[src/rtl/acc16_pkg.sv]
package acc16_pkg;

  localparam int INSTR_W = 16;
  localparam int IMM_W   = INSTR_W - 1;

  // Bit positions of the compute-instruction layout
  localparam int BIT_KIND  = 15;
  localparam int BIT_YSEL  = 12;
  localparam int CTL_HI    = 11;
  localparam int CTL_LO    = 6;
  localparam int BIT_DST_A = 5;
  localparam int BIT_DST_D = 4;
  localparam int BIT_DST_M = 3;
  localparam int BIT_J_LT  = 2;
  localparam int BIT_J_EQ  = 1;
  localparam int BIT_J_GT  = 0;

  typedef struct packed {
    logic zx;
    logic nx;
    logic zy;
    logic ny;
    logic use_add;
    logic no;
  } alu_ctl_t;

  typedef struct packed {
    logic             is_imm;
    logic [IMM_W-1:0] imm;
    logic             y_mem;
    alu_ctl_t         ctl;
    logic             wr_a;
    logic             wr_d;
    logic             wr_m;
    logic             j_lt;
    logic             j_eq;
    logic             j_gt;
  } dec_t;

endpackage

[src/rtl/acc16_decode.sv]
module acc16_decode
  import acc16_pkg::*;
(
  input  logic [INSTR_W-1:0] instr,
  output dec_t               dec
);

  logic is_cmp;

  always_comb begin
    is_cmp      = instr[BIT_KIND];
    dec.is_imm  = ~is_cmp;
    dec.imm     = instr[IMM_W-1:0];
    dec.y_mem   = instr[BIT_YSEL];
    dec.ctl     = alu_ctl_t'(instr[CTL_HI:CTL_LO]);
    // Destination and branch fields are meaningful only for compute words
    dec.wr_a    = is_cmp & instr[BIT_DST_A];
    dec.wr_d    = is_cmp & instr[BIT_DST_D];
    dec.wr_m    = is_cmp & instr[BIT_DST_M];
    dec.j_lt    = is_cmp & instr[BIT_J_LT];
    dec.j_eq    = is_cmp & instr[BIT_J_EQ];
    dec.j_gt    = is_cmp & instr[BIT_J_GT];
  end

endmodule

[src/rtl/acc16_alu.sv]
module acc16_alu
  import acc16_pkg::*;
#(
  parameter int W = 16
) (
  input  logic [W-1:0] x,
  input  logic [W-1:0] y,
  input  alu_ctl_t     ctl,
  output logic [W-1:0] res,
  output logic         is_zero,
  output logic         is_neg
);

  logic [W-1:0] xa, xb, ya, yb, core;

  always_comb begin
    xa   = ctl.zx ? '0 : x;
    xb   = ctl.nx ? ~xa : xa;
    ya   = ctl.zy ? '0 : y;
    yb   = ctl.ny ? ~ya : ya;
    core = ctl.use_add ? (xb + yb) : (xb & yb);
    res  = ctl.no ? ~core : core;
  end

  assign is_zero = (res == '0);
  assign is_neg  = res[W-1];

endmodule

[src/rtl/acc16_branch.sv]
module acc16_branch (
  input  logic sel_lt,
  input  logic sel_eq,
  input  logic sel_gt,
  input  logic is_zero,
  input  logic is_neg,
  output logic take
);

  logic is_pos;

  always_comb begin
    is_pos = ~is_zero & ~is_neg;
    take   = (sel_lt & is_neg) | (sel_eq & is_zero) | (sel_gt & is_pos);
  end

endmodule

[src/rtl/acc16_core.sv]
module acc16_core
  import acc16_pkg::*;
#(
  parameter int DATA_W = 16,
  parameter int PC_W   = 15
) (
  input  logic              clk,
  input  logic              rst,
  input  logic [DATA_W-1:0] instr_i,
  output logic [PC_W-1:0]   pc_o,
  input  logic [DATA_W-1:0] mem_rd_i,
  output logic [DATA_W-1:0] mem_wr_o,
  output logic              mem_we_o,
  output logic [PC_W-1:0]   mem_addr_o
);

  localparam int ADDR_W = DATA_W - 1;

  dec_t              dec;
  logic [DATA_W-1:0] areg_q, dreg_q;
  logic [PC_W-1:0]   pc_q;
  logic [DATA_W-1:0] y_opnd, result;
  logic              res_zero, res_neg, take;

  acc16_decode u_dec (
    .instr (instr_i),
    .dec   (dec)
  );

  // Second operand reads memory at the current (pre-edge) address
  assign y_opnd = dec.y_mem ? mem_rd_i : areg_q;

  acc16_alu #(.W(DATA_W)) u_alu (
    .x       (dreg_q),
    .y       (y_opnd),
    .ctl     (dec.ctl),
    .res     (result),
    .is_zero (res_zero),
    .is_neg  (res_neg)
  );

  acc16_branch u_br (
    .sel_lt  (dec.j_lt),
    .sel_eq  (dec.j_eq),
    .sel_gt  (dec.j_gt),
    .is_zero (res_zero),
    .is_neg  (res_neg),
    .take    (take)
  );

  always_ff @(posedge clk) begin
    if (dec.is_imm)
      areg_q <= {1'b0, dec.imm[ADDR_W-1:0]};
    else if (dec.wr_a)
      areg_q <= result;
    if (dec.wr_d)
      dreg_q <= result;
  end

  // Branch target is the register value before this edge
  always_ff @(posedge clk) begin
    if (rst)
      pc_q <= '0;
    else if (take)
      pc_q <= areg_q[PC_W-1:0];
    else
      pc_q <= pc_q + 1'b1;
  end

  assign pc_o       = pc_q;
  assign mem_addr_o = areg_q[PC_W-1:0];
  assign mem_wr_o   = result;
  assign mem_we_o   = dec.wr_m;

  // immediate word shows up on the address pins one edge later
  a_r1_imm_to_addr: assert property (@(posedge clk) disable iff (rst)
    !instr_i[DATA_W-1] |=> mem_addr_o == $past(instr_i[PC_W-1:0]));

  // strobe only for compute words carrying the memory destination
  a_r4_strobe_qualified: assert property (@(posedge clk) disable iff (rst)
    mem_we_o |-> (instr_i[DATA_W-1] && instr_i[BIT_DST_M]));

  // always-code on a compute word must branch
  a_r5_always_taken: assert property (@(posedge clk) disable iff (rst)
    (instr_i[DATA_W-1] && instr_i[2:0] == 3'b111) |-> take);

  // code 000 never branches
  a_r5_never_taken: assert property (@(posedge clk) disable iff (rst)
    (instr_i[2:0] == 3'b000) |-> !take);

  // sequential advance when not branching
  a_r6_pc_advance: assert property (@(posedge clk) disable iff (rst)
    !take |=> pc_o == $past(pc_o) + 1'b1);

  // branch lands on the pre-edge address register
  a_r8_jump_old_addr: assert property (@(posedge clk) disable iff (rst)
    take |=> pc_o == $past(mem_addr_o));

endmodule

[config.mk]
export PLATFORM = sky130hd
export DESIGN_NAME = acc16_core
export DESIGN_NICKNAME = d
export VERILOG_FILES = /design/src/rtl/acc16_pkg.sv /design/src/rtl/acc16_decode.sv /design/src/rtl/acc16_alu.sv /design/src/rtl/acc16_branch.sv /design/src/rtl/acc16_core.sv
export SDC_FILE = /design/constraint.sdc
export NUM_CORES = 1
export LEC_CHECK = 0
export BUFFER_PORTS_ARGS = -buffer_cell sky130_fd_sc_hd__buf_4
export CAP_MARGIN = 20
export CORE_MARGIN = 2
export CORE_UTILIZATION = 30
export CTS_CLUSTER_SIZE = 8
export DETAILED_ROUTE_END_ITERATION = 8
export GPL_TIMING_DRIVEN = 0
export SYNTH_ARGS = -nofsm -noshare
export SYNTH_HDL_FRONTEND = slang
export SYNTH_SLANG_ARGS = --single-unit
[constraint.sdc]
create_clock -name clk -period 6.13 [get_ports clk]
set_input_delay 0.613 -clock clk [delete_from_list [all_inputs] [get_ports clk]]
set_output_delay 0.613 -clock clk [all_outputs]
set_load 0.005 [all_outputs]
After elaboration in Yosys (flattened, before gate mapping)
Index checks and enable logic that the tools add are counted.
{ "word_totals": {"inputBits": 34, "reg_bits": 47, "elab_cells": 36, "output_inout_bits": 47} }
{ "op_classes": {"n_bitwise": 18, "addsub": 2, "reduce_logical": 1, "muxes": 10, "n_eq_ne": 1} }
{ "op_table": {"columns": ["operator", "count"], "rows": [
  ["$mux 16", 7],
  ["$not 16->16", 3],
  ["$mux 15", 3],
  ["$add 16x16->16", 1],
  ["$and 16x16->16", 1],
  ["$logic_not 16->1", 1],
  ["$add 15x1->15 const B", 1],
  ["$and 1x1->1", 10],
  ["$ne 2x1->1 const B", 1],
  ["$not 1->1", 2],
  ["$or 1x1->1", 2]
]} }

Depth between registers and ports, before layout
{ "logic_depth": {"ltp_word": 14, "ltp_mapped": 17, "depth_no_buf": 14} }

Hierarchy
From an unflattened synthesis, not the netlist that was laid out.
{ "hier_totals": {"cells_unflattened": 485, "area_unflattened_um2": 4425.5} }
{ "modules_own_cells": {"columns": ["mod", "instances", "area_each_um2", "seq_area_each_um2", "cells_each"], "rows": [
  ["acc16_core", 1, 2270.9, 1251.2, 183],
  ["acc16_alu", 1, 1930.6, 0.0, 271],
  ["acc16_decode", 1, 206.4, 0.0, 29],
  ["acc16_branch", 1, 17.5, 0.0, 2]
]} }

Worst setup path after synthesis
OpenSTA, ideal clock, no wires.
{ "synth_timing": {"path_type": "input to register", "startpoint": "input instr_i[12]", "endpoint": "register pc_q[10] (netlist: pc_o[10])", "path_buffers": 4, "t_required_ns": 6.009, "setup_slack_ns": 0.745, "arrival_ns": 5.264, "path_stages": 17, "path_cell_list": "clkbuf_1 > clkbuf_1 > mux2i_1 > nor2_1 > xor2_1 > ha_1 > buf_2 > nand2_1 > o21ai_1 > mux2_2 > or4_1 > nand3b_1 > a2111o_1 > o31a_1 > a221oi_4 > buf_12 > mux2_4"} }
{ "synth_between": {"elab_chain_cells": 14, "elab_cells_between_ends": 19} }
{ "synth_rtl": {"columns": ["item", "line_no", "source"], "rows": [
  ["start, declared", "acc16_core.sv:9", "input logic [DATA_W-1:0] instr_i,"],
  ["$mux 16 *", "acc16_core.sv:31", "assign y_opnd = dec.y_mem ? mem_rd_i : areg_q;"],
  ["$mux 16 *", "acc16_alu.sv:19", "ya = ctl.zy ? '0 : y;"],
  ["$not 16->16", "acc16_alu.sv:20", "yb = ctl.ny ? ~ya : ya;"],
  ["$mux 16 *", "acc16_alu.sv:20", null],
  ["$add 16x16->16 or $and 16x16->16 (tied branches)", "acc16_alu.sv:21", "core = ctl.use_add ? (xb + yb) : (xb & yb);"],
  ["$mux 16 *", "acc16_alu.sv:21", null],
  ["$not 16->16", "acc16_alu.sv:22", "res = ctl.no ? ~core : core;"],
  ["$mux 16 *", "acc16_alu.sv:22", null],
  ["$logic_not 16->1", "acc16_alu.sv:25", "assign is_zero = (res == '0);"],
  ["$not 1->1", "acc16_branch.sv:13", "is_pos = ~is_zero & ~is_neg;"],
  ["$and 1x1->1", "acc16_branch.sv:13", null],
  ["$and 1x1->1", "acc16_branch.sv:14", "take = (sel_lt & is_neg) | (sel_eq & is_zero) | (sel_gt & is_pos);"],
  ["$or 1x1->1 *", "acc16_branch.sv:14", null],
  ["$mux 15 *", "acc16_core.sv:64", "else if (take)"],
  ["end signal, assigned", "acc16_core.sv:65", "pc_q <= areg_q[PC_W-1:0];"],
  ["end signal, assigned", "acc16_core.sv:67", "pc_q <= pc_q + 1'b1;"],
  ["end, declared", "acc16_core.sv:21", "logic [PC_W-1:0] pc_q;"]
]} }
Every way passes the cells marked *; elsewhere a longest branch is shown, timed or not.
A chain may end at the register's enable or synchronous reset.

Final worst setup path
{ "layout_timing": {"startpoint": "input instr_i[12]", "endpoint": "register pc_q[6] (netlist: pc_o[6])"} }
The elaborated chain is that of the path after synthesis.

==> summary by stage <==
Global routing
The first global-routing pass estimated 20720 µm of wire. The sum of overflow across all layers after global routing is 0. Global routing consumed, over all layers together, 15.73% of the routing resources. The initial antenna violation count is 0. Entering global routing, the biggest net connects 17 pins. The number of global-route vias before repair is 4041.

Setup path
The data arrival time of the critical path is 5.99 ns. The data required time at the worst endpoint is 6.31 ns. The worst setup path is captured at a flop.

The critical path starts at instr_i[12]. The critical path startpoint category is an input pin. Along the worst path, the maximum fanout reaches 10.

For flop-to-flop paths, the worst setup slack is 1.23 ns. The depth of the most critical reg-to-reg path is 15. The startpoint of the worst register-to-register path is areg_q[0].

The category of the critical setup timing path is in2reg.

Clock network
The clock root buffer is clkbuf_16. The clock reaches the later pin of the worst-skew pair after 0.29 ns. Clock-pin slew was measured on the worst setup and hold paths at 0.06 ns. The deepest clock path buffer count is 2. After clock tree synthesis, the setup repair step added 0 buffers. In this run, post-CTS hold repair placed 0 buffers. Clock tree synthesis found a total of 47 sinks. The CTS tree is done. The H-tree generated during clock tree synthesis spans 2 levels. The clock buffer count from CTS is 5.

Once the clock tree was built, the resizer swapped 0 gates to a different size.

Hold path
The worst hold path was traced through 2 stages. The worst hold path begins at areg_q[15]. The tightest min-delay check is of the reg2reg type.

Power
The fraction of power consumed by the clock network is 19.2%. The proportion of power drawn by flip-flops and latches is 29.0%. Power spread over the standard cell area amounts to 282.9 nW/µm².

The switching power is 0.0005726 W. The largest vdd supply drop is 113.2 µV. The net switching share of the total power is 37.20%. Combinational cells account for 51.8% of the total power. The reported leakage power is 2.230 nW. The internal portion of total power is 0.0009666 W.

Placed design
Buffers placed on the I/O ports in this run total 75. The final estimated routing congestion in global placement is 0.8677. The total half-perimeter wirelength after legalization and detailed placement is 10130 µm.

Yosys
edfxtp_1 takes more of the synthesized area than any other cell. After synthesis, the most frequently instantiated cells are 39 x nor2_1, 33 x xnor2_1, 31 x edfxtp_1, 29 x nand2_1, 25 x a21oi_1. Counting flops and latches in the post-synthesis netlist gives 47. Summing the areas of all compound-gate instances in the mapped netlist gives 15.02% of the synthesized area.

By area the synthesized netlist is led by edfxtp_1 21%, dfxtp_1 7.1%, xnor2_1 6.4%. After synthesis, the share of flip-flops with an asynchronous set or reset is 0%. The Yosys step of the flow raised 0 warnings. The synthesized netlist devotes 10.89% of its cell area to XOR and XNOR gates. After synthesis, the mean cell area works out to 9.221 µm².

The main combinational cell family by area after synthesis is simple AND/OR/NAND/NOR gates. The commonest register cell after synthesis is edfxtp_1. The cell area that synthesis handed to floorplanning was 4491 µm².

The dominant cell by count in the synthesized netlist is nor2_1. Summing the areas of all and, or, nand and nor instances in the mapped netlist gives 21.96% of the synthesized area. The number of distinct standard cells referenced by the synthesized netlist is 78. When the netlist entered floorplanning its net count stood at 539. The register area share after synthesis is 27.86%. The synthesized design contains 31 enable-type register cells.

The cell count after synthesis is 487. The portion of synthesized area spent on multiplexers is 12.01%. The adder-cell share of the synthesized area is 5.183%. Summed over its instances, the top area cell type makes up 20.73% of the synthesized netlist area.

Route
The initial detailed-routing violation count is 270. The count of TritonRoute iterations in the first routing pass is 7. The total wire length after detailed routing is 12670 µm. The residual DRC count is 0. The remaining antenna violation count after routing is 0.

Summing over every cut layer, the via total after detailed routing is 3904. The routed length per instance is 16.80 µm. The via density per instance is 5.178.

Layout
After filler insertion, the fill cell instance count of the layout stands at 1493. The area of the multi-input gates is 2922 µm². Compared with the post-synthesis result, the final layout area differs by 21.15%. The utilization after layout is 37.29%. At the end of the flow, the number of nets in the layout was 621.

The number of diodes is 0. The area used by sequential logic in the layout is 1251 µm². Of the cells placed in the final design, the portion with a size suffix greater than 1 is 26.84%.

Floorplan
The standard-cell row count is 44. The total I/O pin count is 81. Once the floorplan was initialized, standard cells occupied 30.78% of the core. After floorplanning, the core was sized to cover 14590 µm². The die is 126.3 µm tall. The die covers 15960 µm². The die extent in x is 126.3 µm.

STA
The final critical path time including I/O delays and setup is 5.812 ns. Setup repair after global routing left no endpoint under its margin. The highest attainable clock frequency is 172.1 MHz. The number of endpoints failing setup at the final stage is 0.

The portion of the clock cycle consumed by the worst path in the final layout is 94.81%. The summed negative setup slack over all endpoints is 0 ns. For the pin with the worst max-slew slack, the measured transition is 0.8168 ns. For the final database, setup skew stands at 0.006344 ns. The count of endpoints failing hold in the final timing report is 0. The count of final max-slew check failures is 0. The worst pin sits at a relative slew slack of 45.55%.

Status
The run finished with clean final reports.

Run
The number of max-cap violations is 0.
registers in the layout, indices dropped and copies added, names as in the netlist:
| name | count |
|---|---|
| pc_o | 15 |
| areg_q | 16 |
| dreg_q | 16 |
cells in the final DEF, fill, tap and decap left out, types with 13 or more instances in the layout:
cell,Yosys,final
nand2b_1,23,23
nor2_1,39,39
ha_1,17,17
buf_4,18,93
nand3_1,16,16
xor2_1,21,21
clkbuf_1,12,13
edfxtp_1,31,31
nand2_1,29,29
mux2_2,14,14
xnor2_1,33,33
a21oi_1,25,25
mux2i_1,19,19
dfxtp_1,16,16
final cells by class:
class,count,share of cell area (%)
Buffer,43,5.152
Clock buffer,8,2.875
Inverter,10,0.6900
Multi-Input combinational cell,387,53.70
Sequential cell,47,23.00
Tap cell,184,4.232
Timing Repair Buffer,75,10.35
per-layer routing:
metal	track usage, %	vias up	share of wire, %
met1	19.53	1846	43
met5	0	-	0
met2	27.90	136	49
li1	-	1904	-
met4	4.525	0	1.3
met3	2.741	18	5.7
kinds of logic after synthesis:
family | count (synthesis)
fa+ha+maj | 18
buf+inv | 53
mux | 47
xor+xnor | 55
flops | 47
compound gates | 85
simple gates | 182
power groups by stage:
stage	logic, W	clock network (W)	registers, W
global placement	0.000777	0	0.000451
detailed placement	0.000790	0	0.000454
finish	0.000798	0.000295	0.000446
floorplan	0.000533	0	0.000443
CTS	0.000796	0.000300	0.000447
global route	0.000873	0.000310	0.000454
final timing paths:
check	endpoint
max	pc_o[6]
min	areg_q[15]
max reg2reg	pc_o[6]
min reg2reg	areg_q[15]
through the flow:
step                worst slack, ns  hold WS, ns  instance area (µm²)  total power (W)  cells
global route                0.01835       0.5865                 5440         0.001638    754
floorplan                    0.7446       0.4596                 4491        0.0009763    487
CTS                          0.3356       0.5272                 5440         0.001542    754
global placement            0.08864       0.4994                 5284         0.001228    746
finish                       0.3179       0.5229                 5440         0.001539    754
detailed placement          0.04229       0.5114                 5284         0.001244    746
critical path: stages:
cell	delay [ns]
clkbuf_1	0.41
clkbuf_1	0.58
mux2i_1	0.26
nor2_1	0.08
xor2_1	0.16
ha_1	0.31
buf_2	0.20
nand2_1	0.07
o21ai_1	0.33
mux2_2	0.39
or4_1	0.52
nand3b_1	0.22
a2111o_1	0.48
o31a_1	0.33
a221oi_4	0.50
buf_12	0.22
mux2_4	0.30
(Power assumes the default switching activity.)
